<file path="src/rtl/lms_cal_pkg.sv">
package lms_cal_pkg;

    // Ternary stage decision: 01 -> +1, 11 -> -1, 00/10 -> 0
    function automatic logic signed [1:0] tern(input logic [1:0] code);
        logic signed [1:0] v;
        case (code)
            2'b01:   v = 2'sb01;
            2'b11:   v = 2'sb11;
            default: v = 2'sb00;
        endcase
        return v;
    endfunction

endpackage

</file>
<file path="src/rtl/lms_dec_delay.sv">
module lms_dec_delay #(
    parameter int W     = 22,
    parameter int DEPTH = 4
) (
    input  logic         clk,
    input  logic         rst_n,
    input  logic [W-1:0] d_i,
    output logic [W-1:0] q_o
);
    logic [W-1:0] stg_d [DEPTH];
    logic [W-1:0] stg_q [DEPTH];

    always_comb begin
        stg_d[0] = d_i;
        for (int k = 1; k < DEPTH; k++) stg_d[k] = stg_q[k-1];
        if (!rst_n) begin
            for (int k = 0; k < DEPTH; k++) stg_d[k] = '0;
        end
    end

    always_ff @(posedge clk) begin
        for (int k = 0; k < DEPTH; k++) stg_q[k] <= stg_d[k];
    end

    assign q_o = stg_q[DEPTH-1];
endmodule

</file>
<file path="src/rtl/lms_dot.sv">
module lms_dot #(
    parameter int NSTG = 11,
    parameter int WW   = 22,
    parameter int SW   = 27
) (
    input  logic [2*NSTG-1:0]     dec_i,
    input  logic [NSTG*WW-1:0]    w_i,
    output logic signed [SW-1:0]  sum_o
);
    import lms_cal_pkg::*;

    always_comb begin
        logic signed [SW-1:0] acc;
        acc = '0;
        for (int i = 0; i < NSTG; i++) begin
            case (tern(dec_i[2*i +: 2]))
                2'sb01:  acc = acc + SW'($signed(w_i[i*WW +: WW]));
                2'sb11:  acc = acc - SW'($signed(w_i[i*WW +: WW]));
                default: acc = acc;
            endcase
        end
        sum_o = acc;
    end
endmodule

</file>
<file path="src/rtl/lms_upd.sv">
module lms_upd #(
    parameter int NSTG = 11,
    parameter int WW   = 22,
    parameter int EW   = 28
) (
    input  logic [NSTG*WW-1:0]   w_i,
    input  logic [2*NSTG-1:0]    dec_i,
    input  logic signed [EW-1:0] delta_i,
    output logic [NSTG*WW-1:0]   w_o
);
    import lms_cal_pkg::*;

    localparam int CW = EW + 2;
    localparam logic signed [CW-1:0] WMAX = {{(CW-WW+1){1'b0}}, {(WW-1){1'b1}}};
    localparam logic signed [CW-1:0] WMIN = {{(CW-WW+1){1'b1}}, {(WW-1){1'b0}}};

    for (genvar i = 0; i < NSTG; i++) begin : g_stage
        logic signed [CW-1:0] cand;
        logic [WW-1:0]        res;

        always_comb begin
            logic signed [CW-1:0] wx;
            logic signed [CW-1:0] dx;
            wx = CW'($signed(w_i[i*WW +: WW]));
            dx = CW'(delta_i);
            case (tern(dec_i[2*i +: 2]))
                2'sb01:  cand = wx + dx;
                2'sb11:  cand = wx - dx;
                default: cand = wx;
            endcase
            if (cand > WMAX)      res = WMAX[WW-1:0];
            else if (cand < WMIN) res = WMIN[WW-1:0];
            else                  res = cand[WW-1:0];
        end

        assign w_o[i*WW +: WW] = res;
    end
endmodule

</file>
<file path="src/rtl/lms_bg_cal.sv">
module lms_bg_cal #(
    parameter int NSTG    = 11,
    parameter int FRAC    = 8,
    parameter int WW      = 22,
    parameter int REF_W   = 16,
    parameter int REF_LAT = 4
) (
    input  logic                                    clk,
    input  logic                                    rst_n,
    input  logic [2*NSTG-1:0]                       dec_i,
    input  logic                                    ref_valid_i,
    input  logic signed [REF_W-1:0]                 ref_code_i,
    input  logic                                    adapt_en_i,
    input  logic [3:0]                              mu_shift_i,
    output logic signed [WW+$clog2(NSTG)+1-FRAC-1:0] corr_o,
    output logic [NSTG*WW-1:0]                      weights_o
);
    localparam int DW    = 2 * NSTG;
    localparam int SW    = WW + $clog2(NSTG) + 1;
    localparam int OUT_W = SW - FRAC;
    localparam int EW    = ((SW > REF_W + FRAC) ? SW : REF_W + FRAC) + 1;

    typedef struct packed {
        logic signed [OUT_W-1:0] corr;
        logic [NSTG*WW-1:0]      w;
    } cal_st_t;

    cal_st_t st_d, st_q;

    logic [NSTG*WW-1:0]   w_nom;
    logic [NSTG*WW-1:0]   w_upd;
    logic [DW-1:0]        dly_last;
    logic signed [SW-1:0] sum_now;
    logic signed [SW-1:0] sum_dly;
    logic signed [EW-1:0] err;
    logic signed [EW-1:0] delta;

    for (genvar i = 0; i < NSTG; i++) begin : g_nom
        assign w_nom[i*WW +: WW] = WW'(1) << (NSTG - 1 - i + FRAC);
    end

    lms_dec_delay #(.W(DW), .DEPTH(REF_LAT)) i_dly (
        .clk   (clk),
        .rst_n (rst_n),
        .d_i   (dec_i),
        .q_o   (dly_last)
    );

    lms_dot #(.NSTG(NSTG), .WW(WW), .SW(SW)) i_dot_now (
        .dec_i (dec_i),
        .w_i   (st_q.w),
        .sum_o (sum_now)
    );

    lms_dot #(.NSTG(NSTG), .WW(WW), .SW(SW)) i_dot_dly (
        .dec_i (dly_last),
        .w_i   (st_q.w),
        .sum_o (sum_dly)
    );

    always_comb begin
        logic signed [EW-1:0] ref_fx;
        ref_fx = EW'(ref_code_i) <<< FRAC;
        err    = ref_fx - EW'(sum_dly);
        delta  = err >>> mu_shift_i;
    end

    lms_upd #(.NSTG(NSTG), .WW(WW), .EW(EW)) i_upd (
        .w_i     (st_q.w),
        .dec_i   (dly_last),
        .delta_i (delta),
        .w_o     (w_upd)
    );

    always_comb begin
        st_d      = st_q;
        st_d.corr = sum_now[SW-1:FRAC];
        if (ref_valid_i && adapt_en_i) st_d.w = w_upd;
        if (!rst_n) begin
            st_d.corr = '0;
            st_d.w    = w_nom;
        end
    end

    always_ff @(posedge clk) begin
        st_q <= st_d;
    end

    assign corr_o    = st_q.corr;
    assign weights_o = st_q.w;
endmodule

</file>
<file path="config.mk">
export PLATFORM = sky130hd
export DESIGN_NAME = lms_bg_cal
export DESIGN_NICKNAME = d
export VERILOG_FILES = /design/src/rtl/lms_cal_pkg.sv /design/src/rtl/lms_dec_delay.sv /design/src/rtl/lms_dot.sv /design/src/rtl/lms_upd.sv /design/src/rtl/lms_bg_cal.sv
export SDC_FILE = /design/constraint.sdc
export NUM_CORES = 2
export LEC_CHECK = 0
export BUFFER_PORTS_ARGS = -buffer_cell sky130_fd_sc_hd__clkbuf_2
export CELL_PAD_IN_SITES_DETAIL_PLACEMENT = 1
export CELL_PAD_IN_SITES_GLOBAL_PLACEMENT = 1
export CORE_ASPECT_RATIO = 0.8
export CORE_MARGIN = 2
export CORE_UTILIZATION = 52
export CTS_CLUSTER_DIAMETER = 200
export DETAILED_ROUTE_END_ITERATION = 10
export MAX_ROUTING_LAYER = met4
export PLACE_DENSITY = 0.91
export SYNTH_ARGS = -nofsm -noshare
export SYNTH_HDL_FRONTEND = slang
export SYNTH_SLANG_ARGS = --single-unit
export TNS_END_PERCENT = 100
</file>
<file path="constraint.sdc">
create_clock -name clk -period 62 [get_ports clk]
set_input_delay 9.3 -clock clk [delete_from_list [all_inputs] [get_ports clk]]
set_output_delay 9.3 -clock clk [all_outputs]
set_load 0.05 [all_outputs]
</file>
* Word level (Yosys, flattened, before mapping)
Memories as Yosys holds them, arrays and structs flattened.
Index checks and enable logic that the tools add are counted.
** Operators by class
- Add/sub/neg operators :: 64
- Order comparisons :: 22
- Equality and inequality tests :: 88
- Shifts and indexed selects :: 1
- Multiplexer cells :: 78
- Reduce and logical (&&, ||, !) cells :: 1
** Operators by type and width (count)
- $pmux 27 s2 :: 22
- $pmux 30 s2 :: 11
- $add 27x22->27 :: 20
- $sub 27x22->27 :: 20
- $mux 22 :: 22
- $gt 30x22->1 const B :: 11
- $lt 30x22->1 const B :: 11
- $add 22x28->29 :: 11
- $sub 22x28->29 :: 11
- $eq 2x1->1 const B :: 44
- $eq 2x2->1 const B :: 44
- $mux 88 :: 1
- $pmux 2 s2 :: 22
- $sshr 28x4->28 :: 1
- $sub 24x27->28 :: 1
- $sub 1x22->23 const A :: 1
- $logic_and 1x1->1 :: 1
** Word-level totals
- Flip-flop bits (word level) :: 261
- Memory bits (writable) :: 88
- Input bits :: 46
- Output and inout port bits :: 261
- Word-level logic and storage cells :: 257
- Memories :: 1
** Memories
- i_dly.stg_q :: words 4, bits a word 22, read ports 4, clocked after memory_dff 0, write ports 4, line lms_dec_delay.sv:11 : logic [W-1:0] stg_q [DEPTH];

* Depth between registers and ports, before layout
An unclocked memory read counts as a cell.
- Depth after elaboration :: 32
- Mapped depth :: 121
- Gate-level depth less buffers :: 118

* By module
From an unflattened synthesis, not the netlist that was laid out.
** Unflattened totals
- Cell total of the unflattened synthesis :: 11933
- Area, all modules :: 83513.8 µm²
** By module, submodules not included
- lms_upd :: instances 1, cells an instance 3864, area an instance 25385.6 µm², seq. area each 0.0 µm²
- lms_dot at i_dot_now :: instances 1, cells an instance 3149, area an instance 21526.9 µm², seq. area each 0.0 µm²
- lms_dot at i_dot_dly :: instances 1, cells an instance 3126, area an instance 21468.1 µm², seq. area each 0.0 µm²
- lms_bg_cal :: instances 1, cells an instance 1609, area an instance 12761.0 µm², seq. area each 5225.0 µm²
- lms_dec_delay :: instances 1, cells an instance 185, area an instance 2372.3 µm², seq. area each 1761.7 µm²

* Worst setup path after synthesis
Ideal clock, no wire load.
- Path type :: input port to flip-flop
- Start point :: input port dec_i[2]
- End point :: register st_q (netlist bit corr_o[18])
- Setup time :: 0.070 ns
- Arrival time :: 23.905 ns
- Data required time :: 61.930 ns
- Slack :: 38.025 ns
- Cell stages on the path :: 74
- Path through :: clkbuf_1 -> buf_1 -> and2_1 -> clkbuf_1 -> clkbuf_1 -> nor2_1 -> xnor2_1 -> ha_1 -> o21ai_0 -> a21boi_0 -> o21ai_0 -> a21boi_0 -> o21a_1 -> nor2_1 -> xnor2_1 -> mux2_2 -> ha_1 -> a21o_1 -> [... 38 more ...] -> nand2_1 -> o21ai_0 -> ha_1 -> and3_1 -> a2111oi_0 -> xor2_1 -> nand2_1 -> o21a_1 -> ha_1 -> or4_1 -> a31oi_1 -> o21bai_1 -> a21oi_1 -> o21bai_1 -> xor2_1 -> nand2_1 -> or2_2 -> a21oi_1
** On the way
- Longest elaborated chain between the ends :: 22
** Ends and longest elaborated chain
- start: declaration :: line lms_bg_cal.sv:10 : input logic [2*NSTG-1:0] dec_i,
- $eq 2x2->1 or $eq 2x1->1 (tied branches) :: line lms_cal_pkg.sv:6 : case (code)
- $pmux 2 s2 * :: line lms_cal_pkg.sv:6
- $eq 2x2->1 or $eq 2x1->1 (tied branches) :: line lms_dot.sv:16 : case (tern(dec_i[2*i +: 2]))
- $pmux 27 s2 * :: line lms_dot.sv:16
- $sub 27x22->27 or $add 27x22->27 (tied branches) :: line lms_dot.sv:18, lms_dot.sv:17
- $pmux 27 s2 * :: line lms_dot.sv:16
- $sub 27x22->27 or $add 27x22->27 (tied branches) :: line lms_dot.sv:18, lms_dot.sv:17
- $pmux 27 s2 * :: line lms_dot.sv:16
- [... 6 more ...]
- $sub 27x22->27 or $add 27x22->27 (tied branches) :: line lms_dot.sv:18, lms_dot.sv:17
- $pmux 27 s2 * :: line lms_dot.sv:16
- $sub 27x22->27 or $add 27x22->27 (tied branches) :: line lms_dot.sv:18, lms_dot.sv:17
- $pmux 27 s2 * :: line lms_dot.sv:16
- $sub 27x22->27 or $add 27x22->27 (tied branches) :: line lms_dot.sv:18, lms_dot.sv:17
- $pmux 27 s2 * :: line lms_dot.sv:16
- $sub 27x22->27 or $add 27x22->27 (tied branches) :: line lms_dot.sv:18, lms_dot.sv:17
- $pmux 27 s2 * :: line lms_dot.sv:16
- end signal: assignment :: line lms_bg_cal.sv:86 : st_q <= st_d;
- end: declaration :: line lms_bg_cal.sv:28 : cal_st_t st_d, st_q;
Every way passes the cells marked *; elsewhere a longest branch is shown, timed or not.
A chain may end at the register's enable or synchronous reset.

* Worst setup path in the final report
- Start point :: register st_q (netlist bit weights_o[0])
- End point :: register st_q (netlist bit weights_o[22])
** On the way
- Longest elaborated chain between the ends :: 29
** Ends and longest elaborated chain
- $sub 1x22->23 :: line lms_dot.sv:18 : 2'sb11: acc = acc - SW'($signed(w_i[i*WW +: WW]));
- $pmux 27 s2 * :: line lms_dot.sv:16
- $sub 27x22->27 or $add 27x22->27 (tied branches) :: line lms_dot.sv:18, lms_dot.sv:17
- $pmux 27 s2 * :: line lms_dot.sv:16
- $sub 27x22->27 or $add 27x22->27 (tied branches) :: line lms_dot.sv:18, lms_dot.sv:17
- $pmux 27 s2 * :: line lms_dot.sv:16
- $sub 27x22->27 or $add 27x22->27 (tied branches) :: line lms_dot.sv:18, lms_dot.sv:17
- $pmux 27 s2 * :: line lms_dot.sv:16
- [... 13 more ...]
- $pmux 27 s2 * :: line lms_dot.sv:16
- $sub 24x27->28 * :: line lms_bg_cal.sv:64 : err = ref_fx - EW'(sum_dly);
- $sshr 28x4->28 * :: line lms_bg_cal.sv:65 : delta = err >>> mu_shift_i;
- $sub 22x28->29 or $add 22x28->29 (tied branches) :: line lms_upd.sv:28, lms_upd.sv:27
- $pmux 30 s2 * :: line lms_upd.sv:26 : case (tern(dec_i[2*i +: 2]))
- $lt 30x22->1 :: line lms_upd.sv:32 : else if (cand < WMIN) res = WMIN[WW-1:0];
- $mux 22 :: line lms_upd.sv:32
- $mux 22 * :: line lms_upd.sv:31 : if (cand > WMAX) res = WMAX[WW-1:0];
Marks and branches as above.

==> summary.txt <==
=================================================================================================
P&R area growth vs syn                                                                      7.21%
Final setup violation count                                                                     0
Crit path max-delay cell type                                                        sky130_fd_sc_hd__and4bb_2
Final critical path time including I/O delays and setup                                  30500 ps
Synthesized-area fraction occupied by xor and xnor cells                                    15.8%
Total overflow reported by the global router                                                    0
Share of total power in combinational logic                                                 86.5%
Number of gates resized after CTS                                                               0
Maximum clock frequency                                                                0.0328 GHz
Flip-flop and latch count after synthesis                                                     349
Critical path class                                                                       reg2reg
Initial antenna violation count                                                                35
Fraction of layout cells with a size suffix above 1                                         9.37%
WHS Endpoint                                                                         i_dly.stg_q[2][14]
Critical path buffer and inverter count                                                         9
I/O pin total                                                                                 307
Worst-case reg-to-reg path depth                                                              100
Global-route usage over all layers                                                          50.4%
Total half-perimeter wirelength after legalization and detailed placement                  281 mm
Max Clock Skew                                                                            26.9 ps
Critical path fanouts, max                                                                     22
Maximum number of buffers from clock root to sink                                               3
Average cell area after synthesis                                                        7.13 um2
CTS buffer count                                                                               46
Placement Rows                                                                                122
Net Count, Synth                                                                            11.1k
Leak pwr                                                                                  36.3 nW
Post-Synth Adder-Cell Area                                                                  15.5%
Average wire per standard cell                                                            30.3 um
Setup slack of the worst register-to-register path                                       31500 ps
Hold violation total from the final report                                                      0
Largest net degree at the start of global routing                                              72
Largest voltage drop on the vdd net                                                      0.107 mV
Filler cell count in the final layout                                                       18.0k
Dominant delay contributor by cell family on the critical path                       compound AO/OA/AOI/OAI gates
Crit Reg-Reg Endpoint                                                                weights_o[22]
Class of the tightest hold or removal check                                               reg2reg
Switching power summed over all nets                                                      2.53 mW
Number of design rule violations left after detail routing                                      0
Max-slew violations                                                                             0
Internal power                                                                            1.80 mW
Hold wc startpoint                                                                   i_dly.stg_q[1][14]
Post-CTS Hold Buffers                                                                           0
Clock network fraction of total power                                                        7.5%
Mux cell area share after synthesis                                                         4.85%
Async S/R FF share, synth                                                                      0%
Proportion of synthesized chip area in sequential cells                                     9.59%
Number of routed nets with antenna violations                                                   0
Vias per Instance                                                                            6.95
Routed wire length                                                                         369 mm
Share of synthesized cell area in and, or, nand and nor gates                               23.7%
Total via count in the routed design                                                        84.7k
Number of max-cap violations                                                                    0
Number of detailed-route iterations in the first pass                                           8
Compound-cell area share of the yosys netlist                                               25.6%
Count of flip-flops with a built-in enable after synthesis                                      0
Worst R2R Start                                                                      weights_o[0]
Number of sinks handled by clock tree synthesis                                               349
Post CTS Setup Buffer Count                                                                     0
Accumulated negative setup slack                                                             0 ps
Vertical die dimension                                                                     339 um
Area of the placeable core                                                             139000 um2
Worst hold-check slack                                                                     423 ps
Maximum cell stage delay along the critical path                                          1210 ps
Data required time at the worst endpoint                                                 62570 ps
Number of cells on the worst hold path                                                          1
Global-route wire length before repair                                                     536 mm
Die area                                                                               143000 um2
Placed instance count                                                                       12.0k
Number of buffer cells added on primary ports                                                 306
CP arrival                                                                               31070 ps
Count of yosys warnings during synthesis                                                        0
Synthesized area                                                                        72800 um2
Latest clock arrival within the worst-skew pair                                            700 ps
Rel. slew slack                                                                             2.38%
Slew of the pin with the lowest slew margin                                               1450 ps
Status                                                                               finished clean
Kind of launch point of the worst setup path                                            flip-flop
Clk slew on worst S/H paths                                                                 80 ps
Portion of the clock cycle consumed by the worst path in the final layout                   49.2%
Root cell of the clock tree                                                          sky130_fd_sc_hd__clkbuf_16
Main combinational cell family by area after synthesis                               compound AO/OA/AOI/OAI gates
CP Capture Type                                                                         flip-flop
Via count of the first global-routing pass                                                  82.3k
Starting utilization of the core area                                                       52.5%
Number of cells produced by synthesis                                                       10.2k
Top cell by count, worst path                                                        sky130_fd_sc_hd__ha_1
Floorplan die width                                                                        422 um
Layout Cells excl Fill                                                                      12.2k
Power density over the cells                                                          55.3 nW/um2
Top flip-flop cell by instance count after synthesis                                 sky130_fd_sc_hd__dfxtp_1
Unrepaired setup endpoints after global routing                                             false
Count of nets after finishing                                                               11.2k
Detailed Route Iter0 Violations                                                             11.1k
CTS tree                                                                                     done
Number of distinct library cell variants in the gate-level netlist after synthesis            121
Weighted congestion reported at the end of routability-driven placement                      1.06
Switch share                                                                                58.5%
H-tree depth reported by CTS                                                                    2
Flop pwr share                                                                               6.0%
=================================================================================================
==> worst max path at each step <==
stage                             from        endpoint  slack (ps)  cells past startpoint
final                     weights_o[0]   weights_o[22]       31500                    100
after global routing      weights_o[0]  weights_o[206]       31310                     96
after CTS                 weights_o[0]  weights_o[181]       33020                     98
after detailed placement  weights_o[0]  weights_o[181]       33100                     98
after global placement    weights_o[0]  weights_o[178]       33080                     97
after floorplan               dec_i[2]      corr_o[18]       38020                     74
==> cells in the mapped netlist (150+ instances only) <==
cell	number	area, um2
sky130_fd_sc_hd__a21oi_1	709	3550
sky130_fd_sc_hd__o21ai_0	573	2870
sky130_fd_sc_hd__dfxtp_1	349	6990
sky130_fd_sc_hd__ha_1	851	10600
sky130_fd_sc_hd__a21o_1	195	1460
sky130_fd_sc_hd__nand3_1	242	1210
sky130_fd_sc_hd__mux2i_1	150	1500
sky130_fd_sc_hd__mux2_2	165	1860
sky130_fd_sc_hd__inv_1	411	1540
sky130_fd_sc_hd__xnor2_1	814	7130
sky130_fd_sc_hd__xor2_1	464	4060
sky130_fd_sc_hd__and2_1	167	1040
sky130_fd_sc_hd__nor2_1	1194	4480
sky130_fd_sc_hd__nor3_1	340	1700
sky130_fd_sc_hd__nand2_1	971	3640
sky130_fd_sc_hd__clkbuf_1	412	1550
==> cells in the final DEF (no fill, tap or decap), types with 140 or more instances in the layout <==
master	n
sky130_fd_sc_hd__nor3_1	337
sky130_fd_sc_hd__xor2_1	458
sky130_fd_sc_hd__clkbuf_2	305
sky130_fd_sc_hd__a221o_1	140
sky130_fd_sc_hd__dfxtp_1	339
sky130_fd_sc_hd__nand2_1	971
sky130_fd_sc_hd__nand3_1	242
sky130_fd_sc_hd__xnor2_1	813
sky130_fd_sc_hd__o21a_1	142
sky130_fd_sc_hd__inv_1	411
sky130_fd_sc_hd__mux2_2	165
sky130_fd_sc_hd__o21ai_0	571
sky130_fd_sc_hd__and2_1	166
sky130_fd_sc_hd__ha_1	851
sky130_fd_sc_hd__mux2i_1	148
sky130_fd_sc_hd__buf_4	168
sky130_fd_sc_hd__a21oi_1	707
sky130_fd_sc_hd__nor2_1	1190
sky130_fd_sc_hd__a21o_1	195
==> cells by family (layout without fill, tap and decap cells) <==
group,after synthesis,after routing
simple gates,3688,3688
compound gates,2750,2750
xor+xnor,1292,1292
buf+inv,930,975
fa+ha+maj,888,888
flops,349,349
mux,323,323
other cells,0,62
==> stage by stage <==
step | instance area [um2] | total power [mW] | util, % | setup WS [ps]
global placement | 76200 | 3.59 | 54.9 | 33080
finish | 78100 | 4.32 | 56.3 | 31500
floorplan | 72800 | 2.72 | - | 38020
CTS | 77900 | 4.15 | 56.2 | 33020
global route | 78100 | 4.55 | 56.3 | 31310
detailed placement | 76300 | 3.78 | 55.0 | 33100
==> layer usage <==
layer | up-vias | part of all wire (%) | track usage [%]
li1 | 36800 | - | -
met1 | 41200 | 39 | 62.9
met2 | 5311 | 40 | 68.6
met3 | 1356 | 14 | 16.6
met4 | 0 | 7.8 | 32.9
met5 | - | 0 | -
==> power by group through the flow <==
stage / Clock (mW) / Combinational, mW / Sequential [mW]
global route: 0.329 / 3.97 / 0.259
CTS: 0.321 / 3.57 / 0.258
floorplan: 0 / 2.43 / 0.285
finish: 0.324 / 3.74 / 0.259
global placement: 0 / 3.33 / 0.262
detailed placement: 0 / 3.52 / 0.262
==> cell type report <==
| type | count | area, um2 | area share (%) |
|---|---|---|---|
| tap | 1860 | 2330 | 2.98 |
| clock buffer | 57 | 1260 | 1.62 |
| sequential | 349 | 7000 | 8.96 |
| clock inverter | 27 | 417 | 0.534 |
| antenna | 62 | 155 | 0.199 |
| timing repair buffer | 477 | 2830 | 3.62 |
| multi-input combinational | 8941 | 62600 | 80.1 |
| inverter | 414 | 1550 | 1.99 |
==> sequential cells by signal, summed over array words and instances (netlist names) <==
name and flops:
weights_o 242, i_dly.stg_q 88, corr_o 19
Power figures use the tool's default switching activity.
